[src/rtl/agu_pkg.sv]
package agu_pkg;

  typedef enum logic [2:0] {
    AM_ZERO   = 3'd0,
    AM_PRE    = 3'd1,
    AM_PRE_WB = 3'd2,
    AM_POST   = 3'd3,
    AM_PCREL  = 3'd4
  } agu_mode_e;

  typedef enum logic [1:0] {
    SH_LSL = 2'd0,
    SH_LSR = 2'd1,
    SH_ASR = 2'd2,
    SH_ROR = 2'd3
  } agu_shift_e;

endpackage

[src/rtl/agu_offset_sel.sv]
module agu_offset_sel
  import agu_pkg::*;
#(
  parameter int DATA_W  = 32,
  parameter int IMM_W   = 12,
  parameter int SHAMT_W = 5
) (
  input  logic [IMM_W-1:0]   imm,
  input  logic [DATA_W-1:0]  reg_val,
  input  logic               is_reg,
  input  agu_shift_e         kind,
  input  logic [SHAMT_W-1:0] amt,
  output logic [DATA_W-1:0]  offset
);

  localparam int PAD_W = DATA_W - IMM_W;

  function automatic logic [DATA_W-1:0] barrel(
    input logic [DATA_W-1:0]  v,
    input agu_shift_e         k,
    input logic [SHAMT_W-1:0] n
  );
    logic [2*DATA_W-1:0] dbl;
    logic [DATA_W-1:0]   r;
    dbl = {v, v} >> n;
    case (k)
      SH_LSL:  r = v << n;
      SH_LSR:  r = v >> n;
      SH_ASR:  r = $unsigned($signed(v) >>> n);
      default: r = dbl[DATA_W-1:0];
    endcase
    return r;
  endfunction

  logic [DATA_W-1:0] imm_ext;
  logic [DATA_W-1:0] reg_shifted;

  assign imm_ext     = {{PAD_W{1'b0}}, imm};
  assign reg_shifted = barrel(reg_val, kind, amt);
  assign offset      = is_reg ? reg_shifted : imm_ext;

endmodule

[src/rtl/agu_sum.sv]
module agu_sum #(
  parameter int DATA_W = 32
) (
  input  logic [DATA_W-1:0] a,
  input  logic [DATA_W-1:0] b,
  input  logic              sub,
  output logic [DATA_W-1:0] y
);

  function automatic logic [DATA_W-1:0] add_or_sub(
    input logic [DATA_W-1:0] x,
    input logic [DATA_W-1:0] z,
    input logic              s
  );
    return s ? (x - z) : (x + z);
  endfunction

  assign y = add_or_sub(a, b, sub);

endmodule

[src/rtl/agu_mode_ctrl.sv]
module agu_mode_ctrl
  import agu_pkg::*;
#(
  parameter int DATA_W  = 32,
  parameter int ALIGN_W = 2
) (
  input  agu_mode_e         mode,
  input  logic              size_byte,
  input  logic [DATA_W-1:0] base,
  input  logic [DATA_W-1:0] sum,
  output logic [DATA_W-1:0] addr,
  output logic [DATA_W-1:0] wb_value,
  output logic              wb_req,
  output logic              fault
);

  always_comb begin
    addr     = base;
    wb_value = base;
    wb_req   = 1'b0;
    case (mode)
      AM_PRE: addr = sum;
      AM_PRE_WB: begin
        addr     = sum;
        wb_value = sum;
        wb_req   = 1'b1;
      end
      AM_POST: begin
        wb_value = sum;
        wb_req   = 1'b1;
      end
      AM_PCREL: addr = sum;
      default: ;
    endcase
  end

  assign fault = !size_byte && (addr[ALIGN_W-1:0] != '0);

endmodule

[src/rtl/agu_top.sv]
module agu_top
  import agu_pkg::*;
#(
  parameter int DATA_W = 32,
  parameter int IMM_W  = 12
) (
  input  logic                      clk,
  input  logic                      rst_n,
  input  logic                      in_valid,
  input  logic [DATA_W-1:0]         base,
  input  logic [DATA_W-1:0]         pc,
  input  logic [IMM_W-1:0]          imm,
  input  logic [DATA_W-1:0]         off_reg,
  input  logic                      off_is_reg,
  input  logic [1:0]                shift_kind,
  input  logic [$clog2(DATA_W)-1:0] shift_amt,
  input  logic                      sub_en,
  input  logic [2:0]                mode,
  input  logic                      size_byte,
  output logic                      out_valid,
  output logic [DATA_W-1:0]         addr,
  output logic                      wb_en,
  output logic [DATA_W-1:0]         wb_value,
  output logic                      misalign
);

  localparam int SHAMT_W = $clog2(DATA_W);

  agu_mode_e         mode_q;
  logic [DATA_W-1:0] nx_offset;
  logic [DATA_W-1:0] nx_base_sel;
  logic [DATA_W-1:0] nx_sum;
  logic [DATA_W-1:0] nx_addr;
  logic [DATA_W-1:0] nx_wb_value;
  logic              nx_wb_req;
  logic              nx_fault;

  assign mode_q      = agu_mode_e'(mode);
  assign nx_base_sel = (mode_q == AM_PCREL) ? pc : base;

  agu_offset_sel #(
    .DATA_W (DATA_W),
    .IMM_W  (IMM_W),
    .SHAMT_W(SHAMT_W)
  ) u_offset (
    .imm    (imm),
    .reg_val(off_reg),
    .is_reg (off_is_reg),
    .kind   (agu_shift_e'(shift_kind)),
    .amt    (shift_amt),
    .offset (nx_offset)
  );

  agu_sum #(.DATA_W(DATA_W)) u_sum (
    .a  (nx_base_sel),
    .b  (nx_offset),
    .sub(sub_en),
    .y  (nx_sum)
  );

  agu_mode_ctrl #(.DATA_W(DATA_W)) u_ctrl (
    .mode     (mode_q),
    .size_byte(size_byte),
    .base     (base),
    .sum      (nx_sum),
    .addr     (nx_addr),
    .wb_value (nx_wb_value),
    .wb_req   (nx_wb_req),
    .fault    (nx_fault)
  );

  always_ff @(posedge clk or negedge rst_n) begin
    if (!rst_n) begin
      out_valid <= 1'b0;
      addr      <= '0;
      wb_en     <= 1'b0;
      wb_value  <= '0;
      misalign  <= 1'b0;
    end else begin
      out_valid <= in_valid;
      if (in_valid) begin
        addr     <= nx_addr;
        wb_value <= nx_wb_value;
        wb_en    <= nx_wb_req && !nx_fault;
        misalign <= nx_fault;
      end else begin
        wb_en    <= 1'b0;
        misalign <= 1'b0;
      end
    end
  end

endmodule

[config.mk]
export PLATFORM = sky130hd
export DESIGN_NAME = agu_top
export DESIGN_NICKNAME = d
export VERILOG_FILES = /design/src/rtl/agu_pkg.sv /design/src/rtl/agu_offset_sel.sv /design/src/rtl/agu_sum.sv /design/src/rtl/agu_mode_ctrl.sv /design/src/rtl/agu_top.sv
export SDC_FILE = /design/constraint.sdc
export NUM_CORES = 1
export LEC_CHECK = 0
export BUFFER_PORTS_ARGS = -buffer_cell sky130_fd_sc_hd__buf_4
export CAP_MARGIN = 5
export CELL_PAD_IN_SITES_DETAIL_PLACEMENT = 1
export CELL_PAD_IN_SITES_GLOBAL_PLACEMENT = 1
export CORE_ASPECT_RATIO = 0.6
export CORE_MARGIN = 3
export CORE_UTILIZATION = 48
export CTS_CLUSTER_SIZE = 20
export DETAILED_ROUTE_END_ITERATION = 8
export GPL_ROUTABILITY_DRIVEN = 0
export PLACE_DENSITY = 0.88
export SLEW_MARGIN = 25
export SYNTH_ARGS = -nofsm -noshare
export SYNTH_HDL_FRONTEND = slang
export SYNTH_HIERARCHICAL = 1
export SYNTH_SLANG_ARGS = --single-unit
[constraint.sdc]
create_clock -name clk -period 1.12 [get_ports clk]
set_input_delay 0 -clock clk [delete_from_list [all_inputs] [get_ports clk]]
set_output_delay 0 -clock clk [all_outputs]
set_load 0.05 [all_outputs]
==> qor.txt, run 1 <==
Synth Area per Inst: 8.88 um2
# port buffers: 190
Seq cells post-synth: 67
Synth top area share: 15.7%
status: stopped before the end
CTS Root Buffer Type: clkbuf_16
clk buf depth: 2
I/O pins: 191
most frequent cell after synthesis: mux2_2
H-tree depth: 3
Synth Net Count: 1462
num rows: 43
CTS Buf Count: 9
top post-synthesis cells by area: mux2_2, dfrtp_1, mux4_2
most common flop cell mapped by yosys: dfrtp_1
Inst Count DP: 2192
YS warnings: 6
Stop Error: [ERROR DPL-0033] detailed placement checks failed during check placement.
post-CTS setup buffer count: 51
Synth Instances: 1305
Last stage: clock tree synthesis (4_1_cts)
Placed Area: 0.0167 mm2
hold_buf cts: 3
sequential area share after synthesis: 14.5%
FFs w/ async S/R, synth: 100%
EDFF count, synth: 0
Synth top cells by count: mux2_2, nand2_1, nor2_1
die height: 126 um
clock sink count: 67
Die W: 207 um
top cell type by total area after synthesis: mux2_2
distinct cell type count after synthesis: 93
Post-DP HPWL: 70200 um
# resized after CTS: 360
synthesized area: 0.0116 mm2
Starting Density: 49.5%
-- metrics by stage --
stage / hold WS [ps] / setup slack, ps
after floorplan: -296 / -4090
after global placement: -121 / -4470
after detailed placement: -104 / -5370
-- logic make-up after synthesis --
| group | Yosys count | synth area share, % |
|---|---|---|
| flip-flops | 67 | 14.5 |
| buffers and inverters | 119 | 5.65 |
| AO/OA/AOI/OAI | 348 | 20.3 |
| AND/OR/NAND/NOR | 358 | 14.5 |
| adder cells (fa/ha/maj) | 33 | 3.63 |
| XOR/XNOR | 61 | 4.61 |
| multiplexers | 319 | 36.8 |
==> inputs of run 2 (changes only) <==
--- a/config.mk
+++ b/config.mk
@@ -7,15 +7,11 @@
 export LEC_CHECK = 0
 export BUFFER_PORTS_ARGS = -buffer_cell sky130_fd_sc_hd__buf_4
 export CAP_MARGIN = 5
-export CELL_PAD_IN_SITES_DETAIL_PLACEMENT = 1
-export CELL_PAD_IN_SITES_GLOBAL_PLACEMENT = 1
-export CORE_ASPECT_RATIO = 0.6
 export CORE_MARGIN = 3
-export CORE_UTILIZATION = 48
-export CTS_CLUSTER_SIZE = 20
+export CORE_UTILIZATION = 40
 export DETAILED_ROUTE_END_ITERATION = 8
 export GPL_ROUTABILITY_DRIVEN = 0
-export PLACE_DENSITY = 0.88
+export PLACE_DENSITY_LB_ADDON = 0.15
 export SLEW_MARGIN = 25
 export SYNTH_ARGS = -nofsm -noshare
 export SYNTH_HDL_FRONTEND = slang
==> qor.txt, run 2 <==
top post-synthesis cells by area: mux2_2, dfrtp_1, mux4_2
worst hold path class: primary input to flip-flop
Core Util, Final: 67.1%
pin count of the biggest net entering global routing: 31
Synth Net Count: 1462 (unchanged)
top cell type by total area after synthesis: mux2_2
CTS tree: yes
num rows: 61 (+42%)
Seq cells post-synth: 67 (unchanged)
# port buffers: 190 (unchanged)
DR vias: 14200
first-pass GRT wire length: 77700 um
crit path kind: primary input to flip-flop
I/O pins: 191 (unchanged)
failing checks: negative setup slack
DR WL/cell: 22.2 um
most common flop cell mapped by yosys: dfrtp_1
FFs w/ async S/R, synth: 100% (unchanged)
setup slack after layout: -4020 ps
share of cells above drive strength 1: 60.3%
total power: 0.0240 W
Worst setup EP type: flip-flop
routed vias/inst: 6.04
Final Critical Period: 5140 ps
most common cell after layout, fill and taps aside: buf_4
arrival time worst endpoint: 5370 ps
unrepaired setup endpoints after global routing: true
clock skew: 0 ps
H-tree depth: 3 (unchanged)
antenna-violating nets left: 0
die area: 0.0311 mm2
Starting Density: 41.1% (-8.4 points)
sequential area share after synthesis: 14.5% (unchanged)
vias in the first global route: 13700
Remaining DRCs: 0
maxcap violations: 0
Slew @ Worst Pin: 738 ps
period utilisation layout: 459%
power per cell area: 1270 mW/mm2
final setup fails: 66
clock sink count: 67 (unchanged)
most frequent cell after synthesis: mux2_2
initial antenna violation count: 1
Synth Instances: 1305 (unchanged)
CTS Buf Count: 9 (unchanged)
largest registers: addr x32, wb_value x32
distinct cell type count after synthesis: 93 (unchanged)
Post-DP HPWL: 40200 um (-43%)
synthesized area: 0.0116 mm2 (unchanged)
crit-path max FO: 8
clk buf depth: 2 (unchanged)
peak supply drop: 0.773 mV
CTS Root Buffer Type: clkbuf_16
maximum clock frequency: 0.194 GHz
commonest non-fill, non-tap cells in the layout: buf_4, mux2_2, nand2_1
Slew HR: 50.2%
Required @ worst endpoint: 1340 ps
Pleak: 8.59 nW
Synth top cells by count: mux2_2, nand2_1, nor2_1
clock insertion delay at the later pin of the skew report: 350 ps
Synth top area share: 15.7% (unchanged)
EDFF count, synth: 0 (unchanged)
status: finished with violations
grt total ovfl: 0
YS warnings: 6 (unchanged)
1st-iter DRT viols: 1607
Final Max Slew Viols: 0
Worst-path clk slew: 70 ps
GRT Util Overall: 31.4%
Core Box Area: 0.0282 mm2
final net count: 2117
Setup crit start kind: primary input
final wirelength: 52000 um
die height: 176 um (+39%)
iteration count of the initial detailed-routing pass: 8
Area Growth Syn to Fin: 63.1%
Synth Area per Inst: 8.88 um2 (unchanged)
Hold WS: 28.9 ps
endpoints failing hold: 0
Die W: 176 um (-15%)
==> run 2: cell counts after synthesis <==
No cell type changed its count.
==> run 2: logic make-up after synthesis <==
kind of cell / share of synthesized area, %
fa+ha+maj: 3.63
simple gates: 14.5
compound gates: 20.3
flops: 14.5
buf+inv: 5.65
xor+xnor: 4.61
mux: 36.8
==> run 2: area by class of cell <==
type | count | area (um2)
multi-input cells | 1119 | 10400
fillers | 2212 | 9260
repair buffers | 744 | 5980
flip-flops and latches | 67 | 1680
well taps | 378 | 473
clock buffers | 9 | 225
clock inverters | 7 | 82.6
inverters | 19 | 71.3
diodes | 1 | 2.50
==> run 2: timing repair <==
item,4_1_cts,5_1_grt
hold buffers,2,0
buffers inserted,27,29
resized for setup,142,150
endpoints found under the hold margin,68,0
setup endpoints to repair,66,66
pin swaps,27,58
gates cloned,3,0
==> run 2: worst max-delay path: stages <==
cell and delay [ps]:
buf_12 120, buf_12 130, buf_8 130, mux2_4 320, nor2_2 110, nor3_2 60
mux4_2 520, a221oi_2 330, a21oi_2 70, or4_4 540, nor4_4 190, buf_4 170
a31oi_4 90, nor2_2 140, xor2_1 180, ha_1 270, a21o_1 200, a21o_1 190
or4_4 480, o211a_4 160, a21oi_4 160, o21ai_2 100, xnor2_2 160, mux2_4 280
mux2_2 260
==> run 2: final timing paths <==
| kind | start | endpoint | slack, ps | cells past startpoint |
|---|---|---|---|---|
| min | base[15] | addr[15] | 30 | 3 |
| max | shift_amt[0] | addr[31] | -4020 | 25 |
| min in group asynchronous | rst_n | addr[11] | 80 | 2 |
| max in group asynchronous | rst_n | wb_value[25] | 580 | 3 |
| min reg2reg | addr[5] | addr[5] | 510 | 1 |
| max reg2reg | addr[29] | addr[29] | 320 | 1 |
==> run 2: where the power goes <==
group / switching, W / internal (W) / leakage [nW] / total (W)
Clock: 0.00133 / 0.00177 / 0.145 / 0.00310
Sequential: 0.000426 / 0.00311 / 0.787 / 0.00354
Combinational: 0.00916 / 0.00824 / 7.66 / 0.0174
Total: 0.0109 / 0.0131 / 8.59 / 0.0240
==> run 2: stage by stage <==
step / setup slack (ps) / area [um2] / setup TNS [ps] / std cells
final: -4020 / 18900 / -214950 / 2344
after global routing: -4220 / 18900 / -223870 / 2343
after CTS: -3970 / 18100 / -210890 / 2319
after detailed placement: -4630 / 16900 / -252280 / 2273
after global placement: -4560 / 16900 / -250830 / 2273
after floorplan: -4090 / 11700 / -200680 / 1305
==> run 2: layer usage <==
layer / share of wire [%] / track usage, % / vias to the layer above
met2: 44 / 49.1 / 835
li1: - / - / 6300
met3: 10 / 7.51 / 167
met4: 4.4 / 10.6 / 2
met1: 42 / 42.6 / 6847
met5: 0.021 / 0 / -
Power figures use the tool's default switching activity.
